===== src/rtl/sau_pkg.sv =====
package sau_pkg;
  localparam int OP_W = 3;

  typedef enum logic [OP_W-1:0] {
    OP_ADD    = 3'd0,
    OP_SUB    = 3'd1,
    OP_SUBS   = 3'd2,
    OP_ABSS   = 3'd3,
    OP_ABSDS  = 3'd4,
    OP_BREV   = 3'd5,
    OP_CLAMP  = 3'd6,
    OP_CLAMP2 = 3'd7
  } sau_op_e;
endpackage


===== src/rtl/sau_addsub_sat.sv =====
// Shared adder/subtractor with the saturating and magnitude variants.
module sau_addsub_sat #(
  parameter int W = 16
) (
  input  logic [W-1:0] a,
  input  logic [W-1:0] b,
  output logic [W-1:0] sum_wrap,
  output logic [W-1:0] diff_wrap,
  output logic [W-1:0] diff_sat,
  output logic [W-1:0] abs_sat,
  output logic [W-1:0] absdiff_sat
);
  localparam int XW = W + 1;
  localparam logic [W-1:0] POS_MAX = {1'b0, {(W-1){1'b1}}};
  localparam logic [W-1:0] NEG_MIN = {1'b1, {(W-1){1'b0}}};

  logic [XW-1:0] ax, bx, sum_x, diff_x, abs_a_mag, abs_d_mag;

  // Clamp a (W+1)-bit signed value to the W-bit signed range.
  function automatic logic [W-1:0] clip_signed(input logic [XW-1:0] v);
    if (v[XW-1] != v[XW-2])
      return v[XW-1] ? NEG_MIN : POS_MAX;
    return v[W-1:0];
  endfunction

  // Magnitude of a (W+1)-bit signed value, read as unsigned.
  function automatic logic [XW-1:0] magnitude(input logic [XW-1:0] v);
    if (v[XW-1])
      return (~v) + {{(XW-1){1'b0}}, 1'b1};
    return v;
  endfunction

  // Limit an unsigned (W+1)-bit magnitude to the largest positive W-bit value.
  function automatic logic [W-1:0] clip_mag(input logic [XW-1:0] m);
    if (m[XW-1] || m[XW-2])
      return POS_MAX;
    return m[W-1:0];
  endfunction

  always_comb begin
    ax        = {a[W-1], a};
    bx        = {b[W-1], b};
    sum_x     = ax + bx;
    diff_x    = ax - bx;
    abs_a_mag = magnitude(ax);
    abs_d_mag = magnitude(diff_x);
  end

  assign sum_wrap    = sum_x[W-1:0];
  assign diff_wrap   = diff_x[W-1:0];
  assign diff_sat    = clip_signed(diff_x);
  assign abs_sat     = clip_mag(abs_a_mag);
  assign absdiff_sat = clip_mag(abs_d_mag);
endmodule


===== src/rtl/sau_bitrev.sv =====
module sau_bitrev #(
  parameter int W = 16
) (
  input  logic [W-1:0] x,
  output logic [W-1:0] y
);
  for (genvar i = 0; i < W; i++) begin : g_bit
    assign y[i] = x[W-1-i];
  end
endmodule


===== src/rtl/sau_clamp_lane.sv =====
// One signed clamp lane; the upper bound is tested first.
module sau_clamp_lane #(
  parameter int W = 16
) (
  input  logic [W-1:0] x,
  input  logic [W-1:0] hi,
  input  logic [W-1:0] lo,
  output logic [W-1:0] y
);
  logic above, below;

  always_comb begin
    above = $signed(x) > $signed(hi);
    below = $signed(x) < $signed(lo);
    if (above)      y = hi;
    else if (below) y = lo;
    else            y = x;
  end
endmodule


===== src/rtl/sat_arith_unit.sv =====
module sat_arith_unit
  import sau_pkg::*;
#(
  parameter int W = 16
) (
  input  logic                 clk,
  input  logic                 rst,
  input  logic                 in_valid,
  output logic                 in_ready,
  input  logic [OP_W-1:0]      op,
  input  logic [W-1:0]         op_a,
  input  logic [W-1:0]         op_b,
  input  logic [W-1:0]         hi_bound,
  input  logic [W-1:0]         lo_bound,
  output logic                 out_valid,
  input  logic                 out_ready,
  output logic [2*W-1:0]       res
);
  localparam int LANES = 2;
  localparam int RW    = LANES * W;

  logic [W-1:0]  sum_wrap, diff_wrap, diff_sat, abs_sat, absdiff_sat, rev;
  logic [W-1:0]  lane_in  [LANES];
  logic [W-1:0]  lane_out [LANES];
  logic [RW-1:0] res_nxt;
  logic          take;

  sau_addsub_sat #(.W(W)) u_arith (
    .a(op_a), .b(op_b),
    .sum_wrap(sum_wrap), .diff_wrap(diff_wrap), .diff_sat(diff_sat),
    .abs_sat(abs_sat), .absdiff_sat(absdiff_sat)
  );

  sau_bitrev #(.W(W)) u_rev (.x(op_a), .y(rev));

  assign lane_in[0] = op_a;
  assign lane_in[1] = op_b;

  for (genvar l = 0; l < LANES; l++) begin : g_lane
    sau_clamp_lane #(.W(W)) u_clamp (
      .x(lane_in[l]), .hi(hi_bound), .lo(lo_bound), .y(lane_out[l])
    );
  end

  always_comb begin
    res_nxt = '0;
    case (sau_op_e'(op))
      OP_ADD:    res_nxt[W-1:0] = sum_wrap;
      OP_SUB:    res_nxt[W-1:0] = diff_wrap;
      OP_SUBS:   res_nxt[W-1:0] = diff_sat;
      OP_ABSS:   res_nxt[W-1:0] = abs_sat;
      OP_ABSDS:  res_nxt[W-1:0] = absdiff_sat;
      OP_BREV:   res_nxt[W-1:0] = rev;
      OP_CLAMP:  res_nxt[W-1:0] = lane_out[0];
      OP_CLAMP2: res_nxt        = {lane_out[1], lane_out[0]};
      default:   res_nxt        = '0;
    endcase
  end

  assign in_ready = !out_valid || out_ready;
  assign take     = in_valid && in_ready;

  always_ff @(posedge clk) begin
    if (rst) begin
      res       <= '0;
      out_valid <= 1'b0;
    end else if (take) begin
      res       <= res_nxt;
      out_valid <= 1'b1;
    end else if (out_ready) begin
      out_valid <= 1'b0;
    end
  end
endmodule


===== config.mk =====
export PLATFORM = sky130hd
export DESIGN_NAME = sat_arith_unit
export DESIGN_NICKNAME = d
export VERILOG_FILES = /design/src/rtl/sau_pkg.sv /design/src/rtl/sau_addsub_sat.sv /design/src/rtl/sau_bitrev.sv /design/src/rtl/sau_clamp_lane.sv /design/src/rtl/sat_arith_unit.sv
export SDC_FILE = /design/constraint.sdc
export NUM_CORES = 1
export LEC_CHECK = 0
export CAP_MARGIN = 20
export CELL_PAD_IN_SITES_DETAIL_PLACEMENT = 0
export CELL_PAD_IN_SITES_GLOBAL_PLACEMENT = 1
export CORE_UTILIZATION = 30
export DETAILED_ROUTE_END_ITERATION = 6
export GPL_TIMING_DRIVEN = 1
export MAX_ROUTING_LAYER = met4
export PLACE_DENSITY = 0.74
export SYNTH_ARGS = -nofsm -noshare
export SYNTH_HDL_FRONTEND = slang
export SYNTH_SLANG_ARGS = --single-unit

===== constraint.sdc =====
create_clock -name clk -period 5.5 [get_ports clk]
set_input_delay 1.375 -clock clk [delete_from_list [all_inputs] [get_ports clk]]
set_output_delay 1.375 -clock clk [all_outputs]
set_load 0.02 [all_outputs]

* Yosys cells after proc, flatten, opt, wreduce, memory -nomap -nowiden
Cells that the tools add are included.
** Operators by class
- Add/subtract/negate cells :: 4
- $lt $le $gt $ge :: 4
- Eq/ne operators :: 8
- Muxes and demuxes :: 24
- Bitwise logic cells :: 2
- Reductions and logical operators :: 8
** Operators by type and width (count)
- 16-bit 2-to-1 mux :: 12
- 16-bit one-hot mux with 7 select lines :: 1
- 17-bit 2-to-1 mux :: 4
- 17-bit by 1-bit adder with 17-bit output, second input constant :: 2
- 17-bit NOT :: 2
- 16-bit greater-than comparator :: 2
- 16-bit less-than comparator :: 2
- 16-bit by 16-bit subtractor with 17-bit output :: 1
- 16-bit adder :: 1
- 3-bit equality test, second input constant :: 4
- 1-bit 2-to-1 mux :: 7
- 3-bit by 2-bit equality test with 1-bit output, second input constant :: 2
- 3-bit by 1-bit equality test with 1-bit output, second input constant :: 1
- 3-bit zero test :: 1
- 1-bit logical OR :: 3
- 2-bit nonzero test :: 1
- 2-bit OR reduction :: 1
- 1-bit logical AND :: 1
- 1-bit zero test :: 1
- 1-bit inequality test :: 1
** Storage, ports and cells
- Register bits after elaboration :: 33
- Input bits :: 71
- Word-level logic and storage cells :: 52

* Logic depth before layout (Yosys ltp)
- Word-level depth :: 9
- Gate-level depth with buffers :: 15

* Cells and area by module
From an unflattened synthesis, not the netlist that was laid out.
** Second synthesis, totals
- Cells, all modules :: 1018
- Area, all modules :: 7597.3 um^2
** Modules (own cells, without submodules)
- sau_addsub_sat :: times used 1, cells each 402, area each 2721.4 um^2, seq. area each 0.0 um^2
- sat_arith_unit :: times used 1, cells each 230, area each 2198.4 um^2, seq. area each 660.6 um^2
- sau_clamp_lane (g_lane[1].u_clamp) :: times used 1, cells each 186, area each 1327.5 um^2, seq. area each 0.0 um^2
- sau_clamp_lane (g_lane[0].u_clamp) :: times used 1, cells each 184, area each 1229.9 um^2, seq. area each 0.0 um^2
- sau_bitrev :: times used 1, cells each 16, area each 120.1 um^2, seq. area each 0.0 um^2

* Least setup slack after synthesis
Ideal clock, no wire load.
- Path type :: input port to flip-flop
- From :: in op_b[2]
- To :: reg res[6]
- Library setup time :: 0.080 ns
- Arrival time :: 4.269 ns
- Required time :: 5.420 ns
- Setup slack :: 1.151 ns
- Cell stages on the path :: 14
- Path buffers :: 2
- Cell sequence :: inv_1 ha_1 buf_4 nor2b_1 o2111a_2 or4_4 a21oi_2 nand4b_2 or3_1 a41o_1 a211oi_4 buf_6 a211oi_1 a211oi_2
** Between the ends
- Longest elaborated chain between the ends :: 9
- Elaborated cells between the ends (all ways) :: 16
** RTL lines
- start: declaration :: RTL line sat_arith_unit.sv:12 : input logic [W-1:0] op_b,
- 16-bit by 16-bit subtractor with 17-bit output :: RTL line sau_addsub_sat.sv:44 : diff_x = ax - bx;
- 17-bit NOT :: RTL line sau_addsub_sat.sv:29 : return (~v) + {{(XW-1){1'b0}}, 1'b1};
- 17-bit by 1-bit adder with 17-bit output :: RTL line sau_addsub_sat.sv:29
- 17-bit 2-to-1 mux :: RTL line sau_addsub_sat.sv:28 : if (v[XW-1])
- 17-bit 2-to-1 mux :: RTL line sau_addsub_sat.sv:30 : return v;
- 1-bit logical OR :: RTL line sau_addsub_sat.sv:35 : if (m[XW-1] || m[XW-2])
- 1-bit 2-to-1 mux :: RTL line sau_addsub_sat.sv:35
- 16-bit 2-to-1 mux :: RTL line sau_addsub_sat.sv:37 : return m[W-1:0];
- 16-bit one-hot mux with 7 select lines * :: RTL line sat_arith_unit.sv:47 : case (sau_op_e'(op))
- end signal: assignment :: RTL line sat_arith_unit.sv:68 : res <= res_nxt;
- end: declaration :: RTL line sat_arith_unit.sv:17 : output logic [2*W-1:0] res
Every way passes the cells marked *; elsewhere a longest branch is shown, timed or not. The select of a mux whose other input is x is not followed.
A chain may end at the register's enable or synchronous reset.

* Worst setup path in the final report
- From :: in op_b[4]
- To :: reg res[9]
The elaborated chain is that of the path after synthesis.

==> summary.md <==
| Metric | Value |
|---|---|
| Status | finished clean |
| Reg2reg end | res[13] |
| CP Cell Sequence | clkdlybuf4s50_1, inv_1, ha_1, a21oi_1, nor2_1, or4_4, a21oi_2, nand4b_2, nor3_1, a41o_1, a211oi_4, buf_4, a2111oi_0, a211oi_1 |
| Final WS setup | roughly 0.44 ns |
| Reg2reg setup slack | 2.83 ns |
| HPWL after DPL | 20.2 mm |
| Crit path time final | 5.06 ns |
| Root buffer cell | clkbuf_16 |
| Clock skew | 0.00974 ns |
| IO buf count | roughly 100 |
| Commonest non-fill, non-tap cell in the layout | clkdlybuf4s50_1 |
| VDD IR-drop max | between 0.00009 and 0.0001 V |
| Hold crit path type | reg -> reg |
| Row cnt | 52 |
| Total gr overflow | 0 |
| Worst Path Buf+Inv | 3 |
| Util after Layout | 0.398 |
| Primary FF master, synth | dfxtp_1 |
| All-Layer GR Usage | 0.238 |
| Most frequent cells in the layout | clkdlybuf4s50_1, ha_1, nand2_1 |
| Clock Pin Slew Worst Setup and Hold Paths | 0.06 ns |
| Die span in x | 147 microns |
| Final Instance Count excl. Fillers | roughly 1300 |
| Placed instance count | about 1300 |
| Layout Nets | 1156 |
| CTS tree | done |
| Placeable Area | ~20000 sq um |
| Power Total | 1.42 mW |
| Die height | 147 microns |
| Met1 usage | 0.325 |
| Placed Area | 7940 sq um |
| Grt peak-use layer | met2 |
| CTS resizes | 0 |
| Synthesized net count | roughly 1000 |
| R2R Path Start | out_valid |
| Pre-antenna DRT Iters | 7 |
| Final hold violations | 0 |
| Largest net degree at the start of global routing | 28 |
| Area growth from synthesis to layout | 29.0% |
| Worst setup path endpoint | res[9] |
| Routing usage on met3 | 0.0394 |
| Crit path DAT | 5.23 ns |
| Setup bufs post-CTS | 0 |
| Clk_lat worst skew | 0.30 ns |
| Setup tns final | 0 ns |
| Tcrit/Tclk final | 0.921 |
| CP Launch Type | primary input |
| Via count | about 7100 |
| CP startpoint | op_b[4] |
| Max cap viols | 0 |
| Worst Max-Slew Pin Slew | 0.744 ns |
| CP Depth | 14 |
| Wire per inst | 19.7 microns |
| WHS | 0.470 ns |
| DIE AREA | 21500 sq um |
| Crit-path max FO | 13 |
| Diode count | 0 |
| Worst EP required | 5.66 ns |
| Avg Cell Area, Syn | between 7 and 8 sq um |
| Fin. max-slew vios | 0 |
| Design area | 8100 sq um |
| Initial antenna violation count | 0 |
| Seq/Total Area, Yosys | 0.105 |
| Routability cong. | approximately 0.94 |
| Post-Syn Area | 6280 sq um |
| Final WL | 24.8 mm |
| Synth warn | 0 |
| Num CTS Buffers | 5 |
| Delay-heaviest family, CP | compound AO/OA/AOI/OAI gates |
| Maximum root-to-sink buffer count | 2 |
| EDFF count, synth | 0 |
| Cell variety after synth | 73 |
| Met2 Resource Use GR | 0.359 |
| Critical path class | in -> reg |
| Via-to-Cell Ratio | approximately 5.6 |
| Worst reg2reg path depth | 11 |
| 1st-iter DRT viols | roughly 650 |
| Hold buffer count at CTS | 0 |
| # IOs | ~110 |
| Setup slack at placement | 0.156 ns |
| Ys async rst share | 0 |
| Vias in the first global route | 6845 |
| RSZ-0062 raised after global routing | false |
| Leakage power | 3.52 nW |
| Clock sink count | 33 |
| Slowest stage cell, crit path | clkdlybuf4s50_1 |
| Yosys reg bits | 33 |
| Final setup viols | 0 |
| # DRC | 0 |
| Max Freq | 197 MHz |
| Layout fillers | 2129 |
| PD cells | approximately 180 nW/um^2 |
| Rel. slew slack | 0.499 |
| Critical path capture point type | register |
| DRT antenna net count | 0 |
| Critical Path Max Stage Delay | around 0.63 ns |
| Synth Instances | 861 |
| First-pass GRT wire length | 38.7 mm |
| H-tree lvl count | 2 |
| Initial Util | 0.308 |
| Layout cells sized above 1 | 0.0910 |
metal layers:
layer | up-vias | part of all wire
met5 | - | 0
met1 | 3323 | 0.46
met3 | 40 | 0.079
li1 | 3428 | -
met4 | 0 | 0.024
met2 | 302 | 0.43
cell families after synthesis:
logic type / synth area share
buf+inv: 0.0699
xor+xnor: 0.0642
simple gates: 0.209
fa+ha+maj: 0.197
flops: 0.105
compound gates: 0.305
mux: 0.0494
where the power goes:
part	internal (mW)	switching (mW)	total, mW
registers	0.254	0.0107	0.265
logic	0.366	0.481	0.846
clock network	0.192	0.121	0.313
state kept, by name, summed over array words and instances (netlist names):
signal	cells
res	32
out_valid	1
how the worst min path moves through the flow:
stage          startpoint       to  slack (ns)  cells past startpoint
4_1_cts           res[17]  res[17]        0.47                      2
3_3_place_gp      res[30]  res[30]        0.46                      2
3_5_place_dp      res[28]  res[28]        0.45                      2
5_1_grt           res[17]  res[17]        0.51                      2
6_report          res[17]  res[17]        0.47                      2
2_1_floorplan      res[0]   res[0]        0.56                      2
synthesized netlist by cell type, types with 12 or more instances:
cell	n	area [sq um]
xnor2_1	29	254
a211oi_1	12	90.1
xor2_1	17	149
nor2_1	63	236
clkbuf_1	38	143
nor3_1	25	125
nand2b_1	15	93.8
mux2i_1	22	220
ha_1	95	1190
nand2_1	84	315
or3_1	12	75.1
inv_1	69	259
o221ai_1	18	158
o21ai_0	47	235
a21oi_1	56	280
dfxtp_1	33	661
nand3_1	13	65.1
nor2b_1	17	106
a21o_1	20	150
area by class of cell:
class                           count  area (sq um)  area share
Clock buffer                        7           153      0.0188
Timing Repair Buffer              164          1490       0.184
Clock inverter                      1          5.00    0.000618
Inverter                           69           259      0.0320
Tap cell                          270           338      0.0417
Sequential cell                    33           661      0.0816
Multi-Input combinational cell    715          5190       0.641
worst min-delay path: stages (launching register included):
cell,delay (ns)
dfxtp_1,0.33
nand2_1,0.05
o221ai_1,0.06
Note: power is estimated with default switching activity, not from simulation.
